===== src/rtl/alu_ccgen.sv =====
module alu_ccgen #(
  parameter int DW = 32
) (
  input  logic [2:0]    op,
  input  logic [1:0]    size,
  input  logic [DW-1:0] opa,
  input  logic [DW-1:0] opb,
  input  logic          x_in,
  input  logic          z_prev,
  output logic [DW-1:0] result,
  output logic [4:0]    flags
);
  localparam int MW = $clog2(DW);

  logic [DW-1:0] mask;
  logic [MW-1:0] msb;
  always_comb begin
    case (size)
      2'd0:    begin mask = DW'(8'hFF);     msb = MW'(7);  end
      2'd1:    begin mask = DW'(16'hFFFF);  msb = MW'(15); end
      default: begin mask = '1;             msb = MW'(DW-1); end
    endcase
  end

  logic [DW:0] a_e, b_e, sum, dif;
  assign a_e = {1'b0, opa & mask};
  assign b_e = {1'b0, opb & mask};
  assign sum = a_e + b_e + {{DW{1'b0}}, (op == 3'd3) & x_in};
  assign dif = a_e - b_e - {{DW{1'b0}}, (op == 3'd4) & x_in};

  logic is_add, is_sub, is_ext, valid_op;
  assign is_add   = (op == 3'd0) || (op == 3'd3);
  assign is_sub   = (op == 3'd1) || (op == 3'd2) || (op == 3'd4);
  assign is_ext   = (op == 3'd3) || (op == 3'd4);
  assign valid_op = is_add || is_sub;

  logic [DW-1:0] res;
  logic cy, sa, sb, n, z, v;
  assign res = is_add ? (sum[DW-1:0] & mask) : (dif[DW-1:0] & mask);
  assign cy  = is_add ? ((sum & ~{1'b0, mask}) != '0) : dif[DW];
  assign sa  = opa[msb];
  assign sb  = opb[msb];
  assign n   = res[msb];
  assign z   = (res == '0);
  assign v   = is_add ? ((sa == sb) && (n != sa)) : ((sa != sb) && (n != sa));

  always_comb begin
    if (!valid_op) begin
      result = '0;
      flags  = {x_in, 1'b0, z_prev, 1'b0, 1'b0};
    end else begin
      result = res;
      flags  = {(op == 3'd2) ? x_in : cy, n, is_ext ? (z & z_prev) : z, v, cy};
    end
  end

  always_comb begin
    AST_UPPER_ZERO: assert ((result & ~mask) == '0);
    AST_NZ_EXCL: assert (!(flags[3] && flags[2]));
    if (is_ext && !z_prev)
      AST_Z_STICKY: assert (!flags[2]);
    if (op == 3'd2)
      AST_CMP_KEEPS_X: assert (flags[4] == x_in);
    if (valid_op && op != 3'd2)
      AST_X_TRACKS_C: assert (flags[4] == flags[0]);
    if (!valid_op)
      AST_BAD_OP_QUIET: assert (result == '0 && flags[3] == 1'b0 && flags[1:0] == 2'b00);
  end
endmodule


===== config.mk =====
export PLATFORM = sky130hd
export DESIGN_NAME = alu_ccgen
export DESIGN_NICKNAME = d
export VERILOG_FILES = /design/src/rtl/alu_ccgen.sv
export SDC_FILE = /design/constraint.sdc
export NUM_CORES = 1
export LEC_CHECK = 0
export BUFFER_PORTS_ARGS = -buffer_cell sky130_fd_sc_hd__buf_4
export CORE_AREA = 2 2 100 102
export DETAILED_ROUTE_END_ITERATION = 12
export DIE_AREA = 0 0 102 104
export PLACE_DENSITY = 0.9
export SLEW_MARGIN = 25
export SYNTH_ARGS = -nofsm -noshare
export SYNTH_HDL_FRONTEND = slang
export SYNTH_SLANG_ARGS = --single-unit

===== constraint.sdc =====
create_clock -name vclk -period 5.8
set_clock_uncertainty 0.15 [all_clocks]
set_input_delay 0.58 -clock vclk [all_inputs]
set_output_delay 0.58 -clock vclk [all_outputs]
set_load 0.05 [all_outputs]

==> implementation parameters, run 1 <==
Parameter                              Value

Setup path
  Required time of the critical path    5070 ps
  CP Class    in -> out
  Critical Path Sink Type    primary output
  Element type at the critical path start    input pin
  Data arrival time of the worst path    4850 ps
  Chain of cells forming the critical path    buf_4, nor3_1, fa_1, ha_1, or2_2, fa_1, nor3b_2, o211ai_1, a31oi_2, a21oi_1, or3_1, and2_1, xnor2_1, mux2i_1, a2111oi_2, nand4_1, nand2_1, buf_4
  Maximum fanout count along the critical path    7
  Crit. Startpoint    op[1]
  Highest-delay cell along the critical path    fa_1
  Max stage delay on crit path    490 ps

Power and ir drop
  Overall power after layout    around 1.1 mW
  Pwr Density    174 mW/mm^2
  Sw Pwr    0.719 mW
  Leakage power    3.28 nW
  Relative contribution of combinational cells to total power    100.0%
  Worst IR drop on VDD    0.000130 V
  Switching portion of total power    63.1%
  Part of the power in the clock network    0%
  Internal power contribution    0.421 mW
  Seq pwr share    0%

Worst hold path
  Min-Delay Startpoint    z_prev
  Worst hold path class    in -> out

Floorplanning
  Die Span Y    between 100 and 150 um
  Core box area    ~0.0095 sq mm
  Top Ports    about 110
  Die Span X    102 um
  Initial Utilization    58.2%
  Die area    roughly 0.011 sq mm
  Floorplan row count    36

Layout
  Multi-input gate area in the final layout    0.00506 sq mm
  Fin nets    1116
  Syn-to-layout area delta    17.6%
  Clk_buf instances    0
  Most frequent standard cell in the layout excluding fill and tap cells    buf_4
  Commonest cells after routing, fill and taps aside    122 x buf_4, 105 x inv_1, 93 x ha_1
  Final core utilization    68.5%
  Count of sequential standard cells    0
  Diodes inserted    0
  Total area of sequential cells    0 sq um
  Share of cells above drive strength 1    16.7%
  Count of fill cells added during filler insertion    875

STA
  RSZ-0062 raised after global routing    true
  Min Clock Period, post-route    5580 ps
  Highest clock rate    179 MHz
  Fin crit share    96.2%
  Worst hold-check slack    1420 ps
  Total of endpoints with negative setup slack in the final report    0
  Fin. max-slew vios    0
  Worst-margin pin slew    748 ps
  Worst-case headroom to the max-slew limit    between 50% and 60%
  Number of hold violations in the final report    0

Detailed routing
  Routed via count divided by cell count    6.07
  Final routed DRC violation total    0
  Post-detailed-routing wire length    between 15000 and 20000 um
  Number of DRC markers after the initial detailed-route iteration    between 600 and 700
  Via Count    6553
  Detail Route Antenna Nets    0
  DR WL/cell    between 15 and 20 um
  Detailed-router iteration count before antenna repair    6

Status
  Outcome    complete, no violations

CTS
  Buffers inserted during post-CTS setup optimization    0
  Hold bufs inserted after CTS    0
  Count of cells resized by post-cts repair    0

Flow run
  Number of maximum-capacitance constraint violations    0

Yosys
  XOR/XNOR Fraction of Synth Area    just under 9%
  Count of mapped cells out of synthesis    859
  Share of the yosys chip area belonging to registers    0%
  Total nets after synthesis    roughly 1000
  Synthesized-area fraction occupied by adder cells    about 22%
  Mean post-synth cell area    around 6.5 sq um
  Combined area of all synthesized cells    0.00556 sq mm
  Fraction of the mapped netlist area in compound gates    approximately 28%
  Portion of netlist area occupied by mux cells    2.77%
  Count of yosys warnings during synthesis    0
  Simple-gate share of the synthesized area    28.2%
  Synth cell types    73
  Largest family of logic cells by synthesized area    simple AND/OR/NAND/NOR gates

GRT
  Wire length of the first global-routing pass    around 27000 um
  Number of antenna violations at the first check in global routing    0
  Total track usage    29.8%
  Remaining Overflow, GRT    0
  Via count of the first global-routing pass    5799
  Pin count of the biggest net entering global routing    38

Placed design
  Sum of net half-perimeters after detailed placement    between 10000 and 15000 um
  Buffers on Ports    108
  Global placer's final weighted congestion    0.985
-- cell usage after synthesis (14+ instances only) --
| library cell | n | area share, % |
|---|---|---|
| ha_1 | 93 | 21 |
| xnor2_1 | 44 | 6.9 |
| clkbuf_1 | 20 | 1.4 |
| a21oi_1 | 69 | 6.2 |
| nand3_1 | 25 | 2.3 |
| o21ai_0 | 35 | 3.2 |
| and2_1 | 28 | 3.2 |
| nor4_1 | 14 | 1.6 |
| inv_1 | 105 | 7.1 |
| nand2_1 | 83 | 5.6 |
| nor2_1 | 92 | 6.2 |
| nor3_1 | 27 | 2.4 |
| a21o_1 | 16 | 2.2 |
-- routing by layer --
metal,up-vias,share of wire (%),global-route usage (%)
li1,3194,-,-
met1,2916,45,45.3
met2,397,43,45.5
met3,46,9.6,1.48
met4,0,2.6,7.43
met5,-,0,0
-- power groups by stage --
stage | Sequential [mW] | Combinational [mW] | Clock (mW)
finish | 0 | 1.14 | 0
global route | 0 | 1.23 | 0
CTS | 0 | 1.11 | 0
detailed placement | 0 | 1.10 | 0
global placement | 0 | 1.09 | 0
floorplan | 0 | 0.817 | 0
-- path summary, 6_finish.rpt --
kind | end | slack (ps) | cells past startpoint
worst min-delay path | flags[2] | 1420 | 4
worst max-delay path | flags[2] | 220 | 18
-- per-stage QoR --
step / TNS (ps) / setup WS [ps] / std cells / instance area (sq um)
floorplan: 0 / 142 / 859 / 5570
global placement: 0 / 208 / 1079 / 6500
detailed placement: 0 / 63.0 / 1079 / 6500
CTS: 0 / 53.2 / 1079 / 6500
global route: -53.5 / -53.5 / 1079 / 6540
finish: 0 / 219 / 1079 / 6540
-- final cells by class --
| cell class | count | area share (%) |
|---|---|---|
| Multi-Input combinational cell | 718 | 77.4 |
| Timing Repair Buffer | 122 | 14.0 |
| Inverter | 106 | 6.09 |
| Tap cell | 133 | 2.55 |
-- worst max-delay path: cells and delay by family --
family | cells | cell delay, ps
fa+ha+maj | 3 | 1140
compound gates | 4 | 940
simple gates | 7 | 1580
mux | 1 | 130
xor+xnor | 1 | 140
buf+inv | 2 | 330
-- kinds of logic (layout without fill, tap and decap cells) --
kind of cell / after synthesis / in the layout
multiplexers: 15 / 15
XOR/XNOR: 56 / 56
AND/OR/NAND/NOR: 325 / 325
adder cells (fa/ha/maj): 97 / 97
buffers and inverters: 141 / 228
AO/OA/AOI/OAI: 225 / 225
No activity file was read; power rests on OpenSTA's default activity.
==> inputs of run 2 (changes only) <==
Clock period 5.8 ns to 7.2 ns, I/O delays scaled along.
==> run 2 against run 1 <==
Utilization decreased by 1.3 points. Sequential cell count unchanged. First-iteration DRC count decreased by 28%. Count of clock-buffer cells in the layout unchanged. Cell count decreased by 0.93%. Combinational power decreased by 21%. Non-clock buffer count decreased by 10. Critical path depth unchanged. Final area decreased by 1.9%. Worst hold slack improved by 280 ps. Total power decreased by 21%. Largest cell class unchanged. Highest routed layer unchanged.
==> implementation parameters, run 2 (same netlist as run 1, synthesis figures left out) <==
Parameter                              Value

GRT
  Number of antenna violations at the first check in global routing    0 (unchanged)
  Via count of the first global-routing pass    5587 (-3.7%)
  Pin count of the biggest net entering global routing    63 (+66%)
  Wire length of the first global-routing pass    26600 um (-1.1%)
  Remaining Overflow, GRT    0 (unchanged)
  Total track usage    29.8% (-0.063 points)

Layout
  Syn-to-layout area delta    15.3%
  Final core utilization    67.2% (-1.3 points)
  Clk_buf instances    0 (unchanged)
  Multi-input gate area in the final layout    0.00501 sq mm (-0.96%)
  Number of non-filler instances in the completed layout    1069 (-0.93%)
  Fin nets    1106 (-0.90%)
  Most frequent standard cell in the layout excluding fill and tap cells    buf_4
  Share of cells above drive strength 1    14.9% (-1.9 points)
  Commonest cells after routing, fill and taps aside    112 x buf_4, 105 x inv_1, 93 x ha_1
  Count of sequential standard cells    0 (unchanged)
  Diodes inserted    0 (unchanged)
  Count of fill cells added during filler insertion    907 (+3.7%)
  Total area of sequential cells    0 sq um (unchanged)

Power and ir drop
  Switching portion of total power    63.5% (+0.44 points)
  Seq pwr share    0% (unchanged)
  Relative contribution of combinational cells to total power    100.0% (about the same)
  Worst IR drop on VDD    0.0000936 V (-28%)
  Part of the power in the clock network    0% (unchanged)
  Internal power contribution    0.329 mW (-22%)
  Sw Pwr    0.572 mW (-21%)
  Leakage power    3.21 nW (-1.9%)
  Pwr Density    140 mW/mm^2 (-20%)

Setup path
  Data arrival time of the worst path    5280 ps (+430 ps)
  CP Class    in -> out
  Element type at the critical path start    input pin
  Required time of the critical path    6330 ps (+1260 ps)
  Maximum fanout count along the critical path    62 (+55)
  Critical Path Sink Type    primary output

Placed design
  Instance count after placement with tap cells included    1069 (-0.93%)
  Global placer's final weighted congestion    0.998 (+1.3%)
  Buffers on Ports    108 (unchanged)
  Sum of net half-perimeters after detailed placement    13900 um (-0.26%)

Flow run
  Number of maximum-capacitance constraint violations    0 (unchanged)

Floorplanning
  Initial Utilization    58.2% (unchanged)
  Top Ports    108 (unchanged)
  Die Span X    102 um (unchanged)
  Floorplan row count    36 (unchanged)
  Core box area    0.00955 sq mm (unchanged)
  Die Span Y    104 um (unchanged)
  Die area    0.0106 sq mm (unchanged)

CTS
  Buffers inserted during post-CTS setup optimization    0 (unchanged)
  Hold bufs inserted after CTS    0 (unchanged)
  Count of cells resized by post-cts repair    0 (unchanged)

Detailed routing
  Via Count    6404 (-2.3%)
  Routed via count divided by cell count    5.99 (-1.4%)
  Number of DRC markers after the initial detailed-route iteration    478 (-28%)
  Detailed-router iteration count before antenna repair    5 (-1)
  Detail Route Antenna Nets    0 (unchanged)
  Final routed DRC violation total    0 (unchanged)
  Post-detailed-routing wire length    16500 um (-0.61%)
  DR WL/cell    15.5 um (+0.32%)

STA
  RSZ-0062 raised after global routing    false
  Fin crit share    85.4%
  Total of endpoints with negative setup slack in the final report    0 (unchanged)
  Highest clock rate    163 MHz
  Fin. max-slew vios    0 (unchanged)
  Min Clock Period, post-route    6150 ps
  Worst-case headroom to the max-slew limit    50.3% (+0.13 points)
  Worst-margin pin slew    746 ps (-1.94 ps)
  Final sum of negative setup slack    0 ps (unchanged)
  Number of hold violations in the final report    0 (unchanged)

Worst hold path
  Worst hold path class    in -> out

Status
  Outcome    complete, no violations
[run 2: worst max-delay path, cell delays in order]
cell	delay, ps
buf_4	280
or2_2	500
and2_1	240
ha_1	380
inv_1	130
ha_1	380
a21oi_1	240
o21ai_0	150
a221oi_1	450
nand2_1	90
o21ai_0	210
mux2i_1	130
nor3_1	430
nand2_1	90
a2111oi_0	380
nand4_1	140
nand2_1	110
buf_4	190
[run 2: path summary, 6_finish.rpt]
kind        to  cells past startpoint     from  slack [ps]
min   flags[4]                      4     x_in        1700
max   flags[2]                     18  size[1]        1050
[run 2: layer usage]
layer | vias up | wire [um] | track usage, %
met4 | 0 | 335 | 5.71
met5 | - | 0 | 0
met1 | 2893 | 7520 | 44.0
met2 | 316 | 7200 | 47.0
li1 | 3169 | - | -
met3 | 26 | 1490 | 2.28
[run 2: cell type report]
cell class / count / area share (%)
well taps: 133 / 2.59
multi-input cells: 718 / 78.1
inverters: 106 / 6.20
repair buffers: 112 / 13.1
[run 2: through the flow]
step                hold WS [ps]  setup WS, ps  instance area, sq um  total power, mW
floorplan                   1600           611                  5560            0.656
global placement            1700          1270                  6410            0.870
detailed placement          1700          1160                  6410            0.879
CTS                         1700          1140                  6410            0.883
global route                1730           660                  6410            0.971
finish                      1700          1050                  6410            0.900
[run 2: power by group through the flow]
stage                     Combinational (mW)  Sequential, mW  Clock (mW)
final                                  0.900               0           0
after detailed placement               0.879               0           0
after global placement                 0.870               0           0
after CTS                              0.883               0           0
after floorplan                        0.656               0           0
after global routing                   0.971               0           0
==> inputs of run 3 (changes only) <==
Settings changed: CORE_AREA 2 2 100 102 to 2 2 115 117, DIE_AREA 0 0 102 104 to 0 0 117 119, PLACE_DENSITY 0.9 to 0.72.
==> run 3 against run 2 <==
Routed wire length grew 5.3%. Utilization shrank 17 points. Sequential share of layout area unchanged. Via count about the same. Die area is 31% higher.
==> implementation parameters, run 3 (same netlist as run 1, synthesis figures left out) <==
Parameter                              Value

Status
  Outcome    complete, no violations

Layout
  Fin nets    1107 (+0.090%)
  Share of cells above drive strength 1    14.9% (+0.091 points)
  Commonest cells after routing, fill and taps aside    113 x buf_4, 105 x inv_1, 93 x ha_1
  Final non-filler cell area    0.00647 sq mm (+0.96%)
  Final core utilization    50.3% (-17 points)
  Syn-to-layout area delta    16.4%
  Total area of sequential cells    0 sq um (unchanged)
  Number of non-filler instances in the completed layout    1113 (+4.1%)
  Diodes inserted    0 (unchanged)
  Most frequent standard cell in the layout excluding fill and tap cells    buf_4
  Count of sequential standard cells    0 (unchanged)
  Clk_buf instances    0 (unchanged)

Floorplanning
  Die area    0.0139 sq mm (+31%)
  Initial Utilization    43.2% (-15 points)
  Top Ports    108 (unchanged)
  Core box area    0.0129 sq mm (+35%)
  Die Span X    117 um (+15%)
  Die Span Y    119 um (+14%)
  Floorplan row count    42 (+17%)

GRT
  Remaining Overflow, GRT    0 (unchanged)
  Wire length of the first global-routing pass    28400 um (+6.9%)
  Pin count of the biggest net entering global routing    38 (-40%)
  Via count of the first global-routing pass    5784 (+3.5%)
  Total track usage    24.4% (-5.3 points)
  Number of antenna violations at the first check in global routing    0 (unchanged)

Setup path
  Critical Path Sink Type    primary output
  Max stage delay on crit path    490 ps (about the same)
  Maximum fanout count along the critical path    37 (-40%)
  Highest-delay cell along the critical path    a221oi_1
  Combined buffer and inverter count along the critical path    3 (unchanged)
  Chain of cells forming the critical path    buf_4, or2_2, and2_1, ha_1, inv_1, ha_1, a21oi_1, o21ai_0, a221oi_1, nor2_1, or3_1, and2_1, xnor2_1, mux2i_1, a2111oi_0, nand4_1, nand2_1, buf_4
  CP Class    in -> out
  Data arrival time of the worst path    5300 ps (+20 ps)
  Required time of the critical path    6330 ps (about the same)
  Top delay family on crit path    simple AND/OR/NAND/NOR gates
  Element type at the critical path start    input pin

Placed design
  Global placer's final weighted congestion    0.949 (-4.9%)
  Buffers on Ports    108 (unchanged)
  Sum of net half-perimeters after detailed placement    14700 um (+5.5%)
  Dpl cell area    0.00647 sq mm (+0.96%)
  Instance count after placement with tap cells included    1113 (+4.1%)

CTS
  Buffers inserted during post-CTS setup optimization    0 (unchanged)
  Hold bufs inserted after CTS    0 (unchanged)
  Count of cells resized by post-cts repair    0 (unchanged)

STA
  Number of hold violations in the final report    0 (unchanged)
  Worst-case headroom to the max-slew limit    41.7% (-8.6 points)
  Worst-margin pin slew    867 ps (+121 ps)
  Fin crit share    85.7% (+0.26 points)
  Highest clock rate    162 MHz (-0.30%)
  Min Clock Period, post-route    6170 ps (+18.5 ps)
  Final sum of negative setup slack    0 ps (unchanged)
  RSZ-0062 raised after global routing    false
  Total of endpoints with negative setup slack in the final report    0 (unchanged)
  Fin. max-slew vios    0 (unchanged)

Detailed routing
  Number of DRC markers after the initial detailed-route iteration    543 (+14%)
  Via Count    6401 (-0.047%)
  Detailed-router iteration count before antenna repair    5 (unchanged)
  Post-detailed-routing wire length    17400 um (+5.3%)
  Final routed DRC violation total    0 (unchanged)
  Routed via count divided by cell count    5.75 (-4.0%)
  Detail Route Antenna Nets    0 (unchanged)
  DR WL/cell    15.7 um (+1.2%)

Worst hold path
  Worst hold path class    in -> out

Flow run
  Number of maximum-capacitance constraint violations    0 (unchanged)

Power and ir drop
  Leakage power    3.22 nW (+0.15%)
  Pwr Density    139 mW/mm^2 (-1.0%)
  Worst IR drop on VDD    0.0000591 V (-37%)
  Overall power after layout    0.900 mW (about the same)
## run 3: changes by cell type in the layout (fill, tap and decap cells not counted), sizes merged
cell	change
buf	+1
## run 3: cell type report
cell class         count  area, sq um
inverters            106          398
well taps            176          220
multi-input cells    718         5010
repair buffers       113          848
fillers             1324         6400
## run 3: worst paths after layout
path              startpoint  endpoint  slack (ps)  cells after the start
setup / recovery     size[1]  flags[2]        1030                     18
hold / removal        z_prev  flags[2]        1660                      4
## run 3: report_power, final
part           switching [mW]  leakage [nW]  internal [mW]
Sequential                  0             0              0
Combinational           0.571          3.22          0.329
Clock                       0             0              0
Total                   0.571          3.22          0.329
## run 3: routing by layer
layer  GRT usage [%]  vias to the layer above  part of all wire [%]  wire (um)
met5               0                        -                     0          0
met4            2.87                        0                   1.4        241
met3            1.48                       23                   7.4       1280
met2            38.9                      291                    44       7600
met1            36.9                     2916                    48       8310
li1                -                     3171                     -          -
## run 3: tightest hold or removal path: cells and delay by family
family,cells,cell delay (ps)
buffers and inverters,2,270
AND/OR/NAND/NOR,2,90
## run 3: through the flow
| step | hold slack [ps] | worst slack (ps) |
|---|---|---|
| after floorplan | 1600 | 611 |
| after global placement | 1660 | 1150 |
| after detailed placement | 1660 | 1100 |
| after CTS | 1660 | 1100 |
| after global routing | 1700 | 660 |
| final | 1660 | 1030 |
